File: src/rtl/phy_creg_bridge.sv
module phy_creg_bridge #(
  parameter int HAW = 8,
  parameter int HDW = 32,
  parameter int PDW = 16
) (
  input  logic           clk,
  input  logic           rst_n,
  input  logic           host_we,
  input  logic [HAW-1:0] host_addr,
  input  logic [HDW-1:0] host_wdata,
  output logic [HDW-1:0] host_rdata,
  output logic [PDW-1:0] phy_dat_o,
  output logic           phy_cap_addr,
  output logic           phy_cap_data,
  output logic           phy_rd,
  output logic           phy_wr,
  input  logic [PDW-1:0] phy_dat_i,
  input  logic           phy_ack
);
  localparam logic [HAW-1:0] OFS_DIN  = HAW'(8'h3C);
  localparam logic [HAW-1:0] OFS_DOUT = HAW'(8'h40);
  localparam logic [HAW-1:0] OFS_CAPA = HAW'(8'h44);
  localparam logic [HAW-1:0] OFS_CAPD = HAW'(8'h48);
  localparam logic [HAW-1:0] OFS_RD   = HAW'(8'h4C);
  localparam logic [HAW-1:0] OFS_WR   = HAW'(8'h50);
  localparam logic [1:0] OP_CAPA = 2'd0, OP_CAPD = 2'd1, OP_RD = 2'd2, OP_WR = 2'd3;

  typedef enum logic [1:0] {P_IDLE, P_REQ, P_REL} phase_t;

  phase_t         ph_q;
  logic [1:0]     op_q;
  logic [HDW-1:0] din_q;
  logic [PDW-1:0] dout_q;
  logic           trig_hit;
  logic [1:0]     trig_op;
  logic           start;
  logic [3:0]     stb;
  logic [3:0]     busy;

  always_comb begin
    trig_hit = 1'b1;
    trig_op  = OP_CAPA;
    case (host_addr)
      OFS_CAPA: trig_op = OP_CAPA;
      OFS_CAPD: trig_op = OP_CAPD;
      OFS_RD:   trig_op = OP_RD;
      OFS_WR:   trig_op = OP_WR;
      default:  trig_hit = 1'b0;
    endcase
  end

  assign start = host_we && trig_hit && host_wdata[0] && (ph_q == P_IDLE);
  assign stb   = (ph_q == P_REQ)  ? (4'd1 << op_q) : 4'd0;
  assign busy  = (ph_q != P_IDLE) ? (4'd1 << op_q) : 4'd0;

  assign phy_cap_addr = stb[OP_CAPA];
  assign phy_cap_data = stb[OP_CAPD];
  assign phy_rd       = stb[OP_RD];
  assign phy_wr       = stb[OP_WR];
  assign phy_dat_o    = din_q[PDW-1:0];

  always_ff @(posedge clk) begin
    if (!rst_n) begin
      ph_q   <= P_IDLE;
      op_q   <= OP_CAPA;
      din_q  <= '0;
      dout_q <= '0;
    end else begin
      if (host_we && host_addr == OFS_DIN) din_q <= host_wdata;
      case (ph_q)
        P_IDLE: if (start) begin
          ph_q <= P_REQ;
          op_q <= trig_op;
        end
        P_REQ: if (phy_ack) begin
          ph_q <= P_REL;
          if (op_q == OP_RD) dout_q <= phy_dat_i;
        end
        P_REL: if (!phy_ack) ph_q <= P_IDLE;
        default: ph_q <= P_IDLE;
      endcase
    end
  end

  always_comb begin
    case (host_addr)
      OFS_DIN:  host_rdata = din_q;
      OFS_DOUT: host_rdata = HDW'(dout_q);
      OFS_CAPA: host_rdata = HDW'(busy[OP_CAPA]);
      OFS_CAPD: host_rdata = HDW'(busy[OP_CAPD]);
      OFS_RD:   host_rdata = HDW'(busy[OP_RD]);
      OFS_WR:   host_rdata = HDW'(busy[OP_WR]);
      default:  host_rdata = '0;
    endcase
  end
endmodule

File: config.mk
export PLATFORM = sky130hd
export DESIGN_NAME = phy_creg_bridge
export DESIGN_NICKNAME = d
export VERILOG_FILES = /design/src/rtl/phy_creg_bridge.sv
export SDC_FILE = /design/constraint.sdc
export NUM_CORES = 1
export LEC_CHECK = 0
export BUFFER_PORTS_ARGS = -buffer_cell sky130_fd_sc_hd__clkbuf_2
export CAP_MARGIN = 5
export CORE_ASPECT_RATIO = 0.8
export CORE_MARGIN = 2
export CORE_UTILIZATION = 40
export CTS_CLUSTER_DIAMETER = 150
export CTS_CLUSTER_SIZE = 20
export DETAILED_ROUTE_END_ITERATION = 16
export GPL_TIMING_DRIVEN = 0
export PLACE_DENSITY = 0.69
export SLEW_MARGIN = 20
export SYNTH_ARGS = -nofsm -noshare
export SYNTH_HDL_FRONTEND = slang
export SYNTH_SLANG_ARGS = --single-unit
File: constraint.sdc
create_clock -name clk -period 2.1 [get_ports clk]
set_clock_uncertainty 0.15 [all_clocks]
set_input_delay 0.21 -clock clk [delete_from_list [all_inputs] [get_ports clk]]
set_output_delay 0.21 -clock clk [all_outputs]
set_load 0.01 [all_outputs]
[Word level (Yosys, flattened, before mapping)]
Cells that the tools add are included.
Word-level totals
  bits in registers: 52
  output and inout bits: 52
  word-level logic and storage cells: 36
Operators by class
  equality and inequality tests: 12
  shift operators: 1
  mux-type cells: 9
  reduce and logical (&&, ||, !) cells: 10
Operators by type and width (count)
  case mux 32 bit (6 select lines): 1
  == test 8 x 7 -> 1 bit, second input constant: 5
  case mux 2 bit (3 select lines): 2
  == test 8 x 6 -> 1 bit, second input constant: 1
  two-way mux 4 bit: 2
  two-way mux 2 bit: 3
  != test 2 bit, second input constant: 3
  AND reduction 3 bit: 2
  == test 2 bit, second input constant: 2
  logical AND 1 bit: 4
  OR reduction 4 bit: 1
  << shifter 1 x 2 -> 4 bit, first input constant: 1
  == test 2 x 1 -> 1 bit, second input constant: 1
  logical NOT 2 bit: 1
  AND reduction 2 bit: 1
  nonzero test 2 bit: 1
  two-way mux 1 bit: 1

[Longest topological paths before layout]
  depth after elaboration: 8
  gate-level depth with buffers: 7
  mapped depth without buffers: 4

[Worst setup path after synthesis]
Ideal clock, no wire load.
  path kind: input port to output port
  start: input port host_addr[3]
  end: output port host_rdata[10]
  data arrival time: 1.255 ns
  required time: 1.740 ns
  setup slack: 0.485 ns
  stages: 6
  cells stage by stage: buf_4 and2_2 nand2_1 nor4_4 buf_4 a22o_1
Between the ends
  word-level cells in the longest chain between the ends: 2
  elaborated cells on any way between the ends: 7
RTL lines
  start: declaration: RTL line 9  | input logic [HAW-1:0] host_addr,
  == test 8 x 7 -> 1 bit or == test 8 x 6 -> 1 bit (tied branches): RTL line 86  | case (host_addr)
  case mux 32 bit (6 select lines) *: RTL line 86
  end: declaration: RTL line 11  | output logic [HDW-1:0] host_rdata,
Every way passes the cells marked *; elsewhere a longest branch is shown, timed or not.

[Final worst setup path]
  start: register op_q[0]
  end: output port host_rdata[0]
Between the ends
  word-level cells in the longest chain between the ends: 3
RTL lines
  start: declaration: RTL line 31  | logic [1:0] op_q;
  start signal: assignment: RTL line 73  | op_q <= trig_op;
  << shifter 1 x 2 -> 4 bit: RTL line 54  | assign busy = (ph_q != P_IDLE) ? (4'd1 << op_q) : 4'd0;
  two-way mux 4 bit: RTL line 54
  case mux 32 bit (6 select lines): RTL line 86
Every way passes these cells.

==> metrics.csv <==
stage,metric,value,unit
placement,pre_cts_ws,-0.0002721,ns
cts,path_clk_slew,0.10,ns
timing,hold_viol,1,
die,start_util,41.35,%
die,die_x,94.77,µm
cells_and_area,areaGrowthSynthToFinish,38.97,%
routing,vias,2390,
global_routing,grt_max_degree,17,
cells_and_area,fin_util,57.46,%
yosys,synth_top_flop_cell,dfxtp_1,
placement,port_buffers,108,
worst_setup_path,cp_num_buf_inv,2,
worst_setup_path,cp_cell_sequence,"buf_6, nor4bb_1, o21ai_1, a211oi_2, a221o_1, clkbuf_2",
cts,htreeDepth,2,
power_and_ir_drop,p_leak,0.001829,µW
worst_setup_path,cp-end-kind,primary output,
timing,finalHoldWorstSlack,-0.001531,ns
yosys,synth_cell_type_count,37,
cells_and_area,nets,477,
routing,drc,0,
routing,drtAntennaViolNets,0,
routing,postRouteWirelength,6.777,mm
worst_setup_path,cp.arrival,1.64,ns
die,num_rows,26,
placement,gp_congestion,0.7287,
yosys,synth_commonest_cells,"dfxtp_1 (52), mux2i_1 (32), nor2b_1 (32)",
yosys,ys_seq_elements,52,
yosys,synthCells,277,
worst_setup_path,max_stage_delay,0.33,ns
yosys,synth_top_cell_by_area,dfxtp_1,
hold_path,worst_hold_path_type,input port to flop,
worst_setup_path,critical_path_class,flop to primary output,
die,die-area,7260,µm²
routing,routed_via_density,4.761,
die,die_h,76.61,µm
cells_and_area,antenna_cells,0,
routing,first_pass_iters,4,
yosys,ys_top_cells_by_area,"dfxtp_1 (39%), mux2i_1 (12%), nor2b_1 (7.6%)",
timing,final.period_utilization,95.34,%
global_routing,grt_pass1_wl,10.70,mm
power_and_ir_drop,finalPower,1858,µW
yosys,ys_seq_area_share,39.49,%
yosys,post_synth.cell_area_avg,9.517,µm²
worst_setup_path,cp_max_fo,10,
cts,cts.path.max_buffers,2,
run,drv_cap,0,
worst_setup_path,critPathTopFamily,compound AO/OA/AOI/OAI gates,
worst_setup_path,critPathLaunchType,flop,
cts,clkSinkCount,52,
yosys,synth_fp_nets,337,
outcome,violations,hold timing,
cts,root_buffer,clkbuf_8,
global_routing,antenna_found_initial,0,
routing,wl_per_cell,13.50,µm
timing,worst_pin_slew,0.5006,ns
cells_and_area,drive_above_1_share,38.04,%
yosys,synth.top_cell.area_share,39.49,%
cells_and_area,n_fill_cell,617,
die,core_area,6376,µm²
routing,drt_iter0_markers,69,
timing,fin_ws,0.09788,ns
yosys,yosysMostFrequentCell,dfxtp_1,
cts,cts_made_buffers,5,
worst_setup_path,cpMaxStageDelayCell,dfxtp_2,
power_and_ir_drop,ir_drop,0.0002576,V
timing,fmax,0.4995,GHz
yosys,synth_edf_count,0,
yosys,ys.warnings.count,0,
cts,clock_latency,0.31,ns
outcome,outcome,finished with violations,
timing,timing.slew.headroom,66.63,%
yosys,async_flop_share,0,%
worst_setup_path,worstPathRequired,1.74,ns
cts,cts_tree,yes,
timing,period_needed,2.002,ns
yosys,syn_area,2636,µm²
timing,setup_viol,0,
placement,dp_hpwl,4.974,mm
global_routing,grt_pass1_vias,2236,
global_routing,grtUsageTotal,18.78,%
power_and_ir_drop,power_density,507.2,nW/µm²
global_routing,gr-total-overflow,0,
timing,slew_viol_final,0,
die,ios,112,
==> routing by layer <==
metal	vias to the layer above	GRT usage (%)	share of wire, %
li1	1222	-	-
met1	1078	24.71	47
met2	82	29.43	44
met3	8	6.528	7.8
met4	0	4.493	1.1
met5	-	0	0
==> worst min-delay path, delay by kind of cell <==
| family | cells | cell delay, ns |
|---|---|---|
| AND/OR/NAND/NOR | 1 | 0.09 |
| multiplexers | 1 | 0.05 |
| buffers and inverters | 1 | 0.07 |
==> layout by cell type (no fill, tap or decap), types with 2 or more instances in the layout <==
cell type	count
nor2_1	5
clkbuf_2	108
mux2i_1	32
nand3b_1	2
nand3_1	16
clkbuf_8	5
and2_1	17
nor2b_1	32
o21ai_1	2
a21boi_0	16
a22o_1	15
dfxtp_1	51
nand2_1	21
buf_2	4
nor3b_1	2
nor4bb_1	2
nor4_4	2
buf_6	2
and3b_1	2
dlygate4sd3_1	22
a21oi_1	2
clkbuf_1	8
buf_4	27
nand2b_1	2
==> layout make-up <==
type                    count  area [µm²]  share of cell area, %
clock inverters             2       38.79                  1.059
multi-input cells         187        1369                  37.36
repair buffers            133       783.3                  21.38
plain buffers              37       249.0                  6.796
clock buffers               6       72.57                  1.981
inverters                   1       3.754                 0.1025
well taps                  84       105.1                  2.869
flip-flops and latches     52        1042                  28.45
==> through the flow <==
stage	TNS (ns)	instance area, µm²	std cells
5_1_grt	-0.001669	3664	502
2_1_floorplan	0	2636	277
4_1_cts	0	3628	501
6_report	0	3664	502
3_5_place_dp	-0.0002721	3282	469
3_3_place_gp	0	3282	469
==> power breakdown <==
| part | internal, µW | switching, µW | leakage (µW) |
|---|---|---|---|
| Sequential | 986 | 0.662 | 0.000419 |
| Clock | 361 | 347 | 0.0000558 |
| Combinational | 95.4 | 68.4 | 0.00135 |
| Total | 1440 | 416 | 0.00183 |
==> cells by family (layout without fill, tap and decap cells) <==
kind of cell,after synthesis,after routing,share of synthesized area (%)
XOR/XNOR,1,1,0.3323
multiplexers,32,32,12.15
flip-flops,52,52,39.49
AO/OA/AOI/OAI,42,42,12.62
buffers and inverters,38,179,9.350
AND/OR/NAND/NOR,112,112,26.06
==> worst paths after layout <==
| check | cells after the start | slack, ns | to | from |
|---|---|---|---|---|
| setup / recovery | 6 | 0.1 | host_rdata[0] | op_q[0]$_SDFFE_PN0P_ |
| hold / removal | 3 | -0.002 | din_q[11]$_SDFFE_PN0P_ | host_wdata[11] |
| hold reg to reg | 2 | 0.32 | dout_q[4]$_SDFFE_PN0P_ | dout_q[4]$_SDFFE_PN0P_ |
| setup reg to reg | 7 | 0.36 | dout_q[12]$_SDFFE_PN0P_ | op_q[0]$_SDFFE_PN0P_ |
==> timing repair <==
item | CTS | global route
resized for setup | 1 | 7
endpoints found under the hold margin | 21 | 1
hold buffers | 21 | 1
endpoints found under the setup margin | 6 | 11
cloned | 0 | 0
buffers inserted | 3 | 0
pin swaps | 2 | 2
==> state kept, by name (all words and copies together) (netlist names) <==
signal / count
ph_q: 2
dout_q: 16
op_q: 2
din_q: 32
Power figures use the tool's default switching activity.
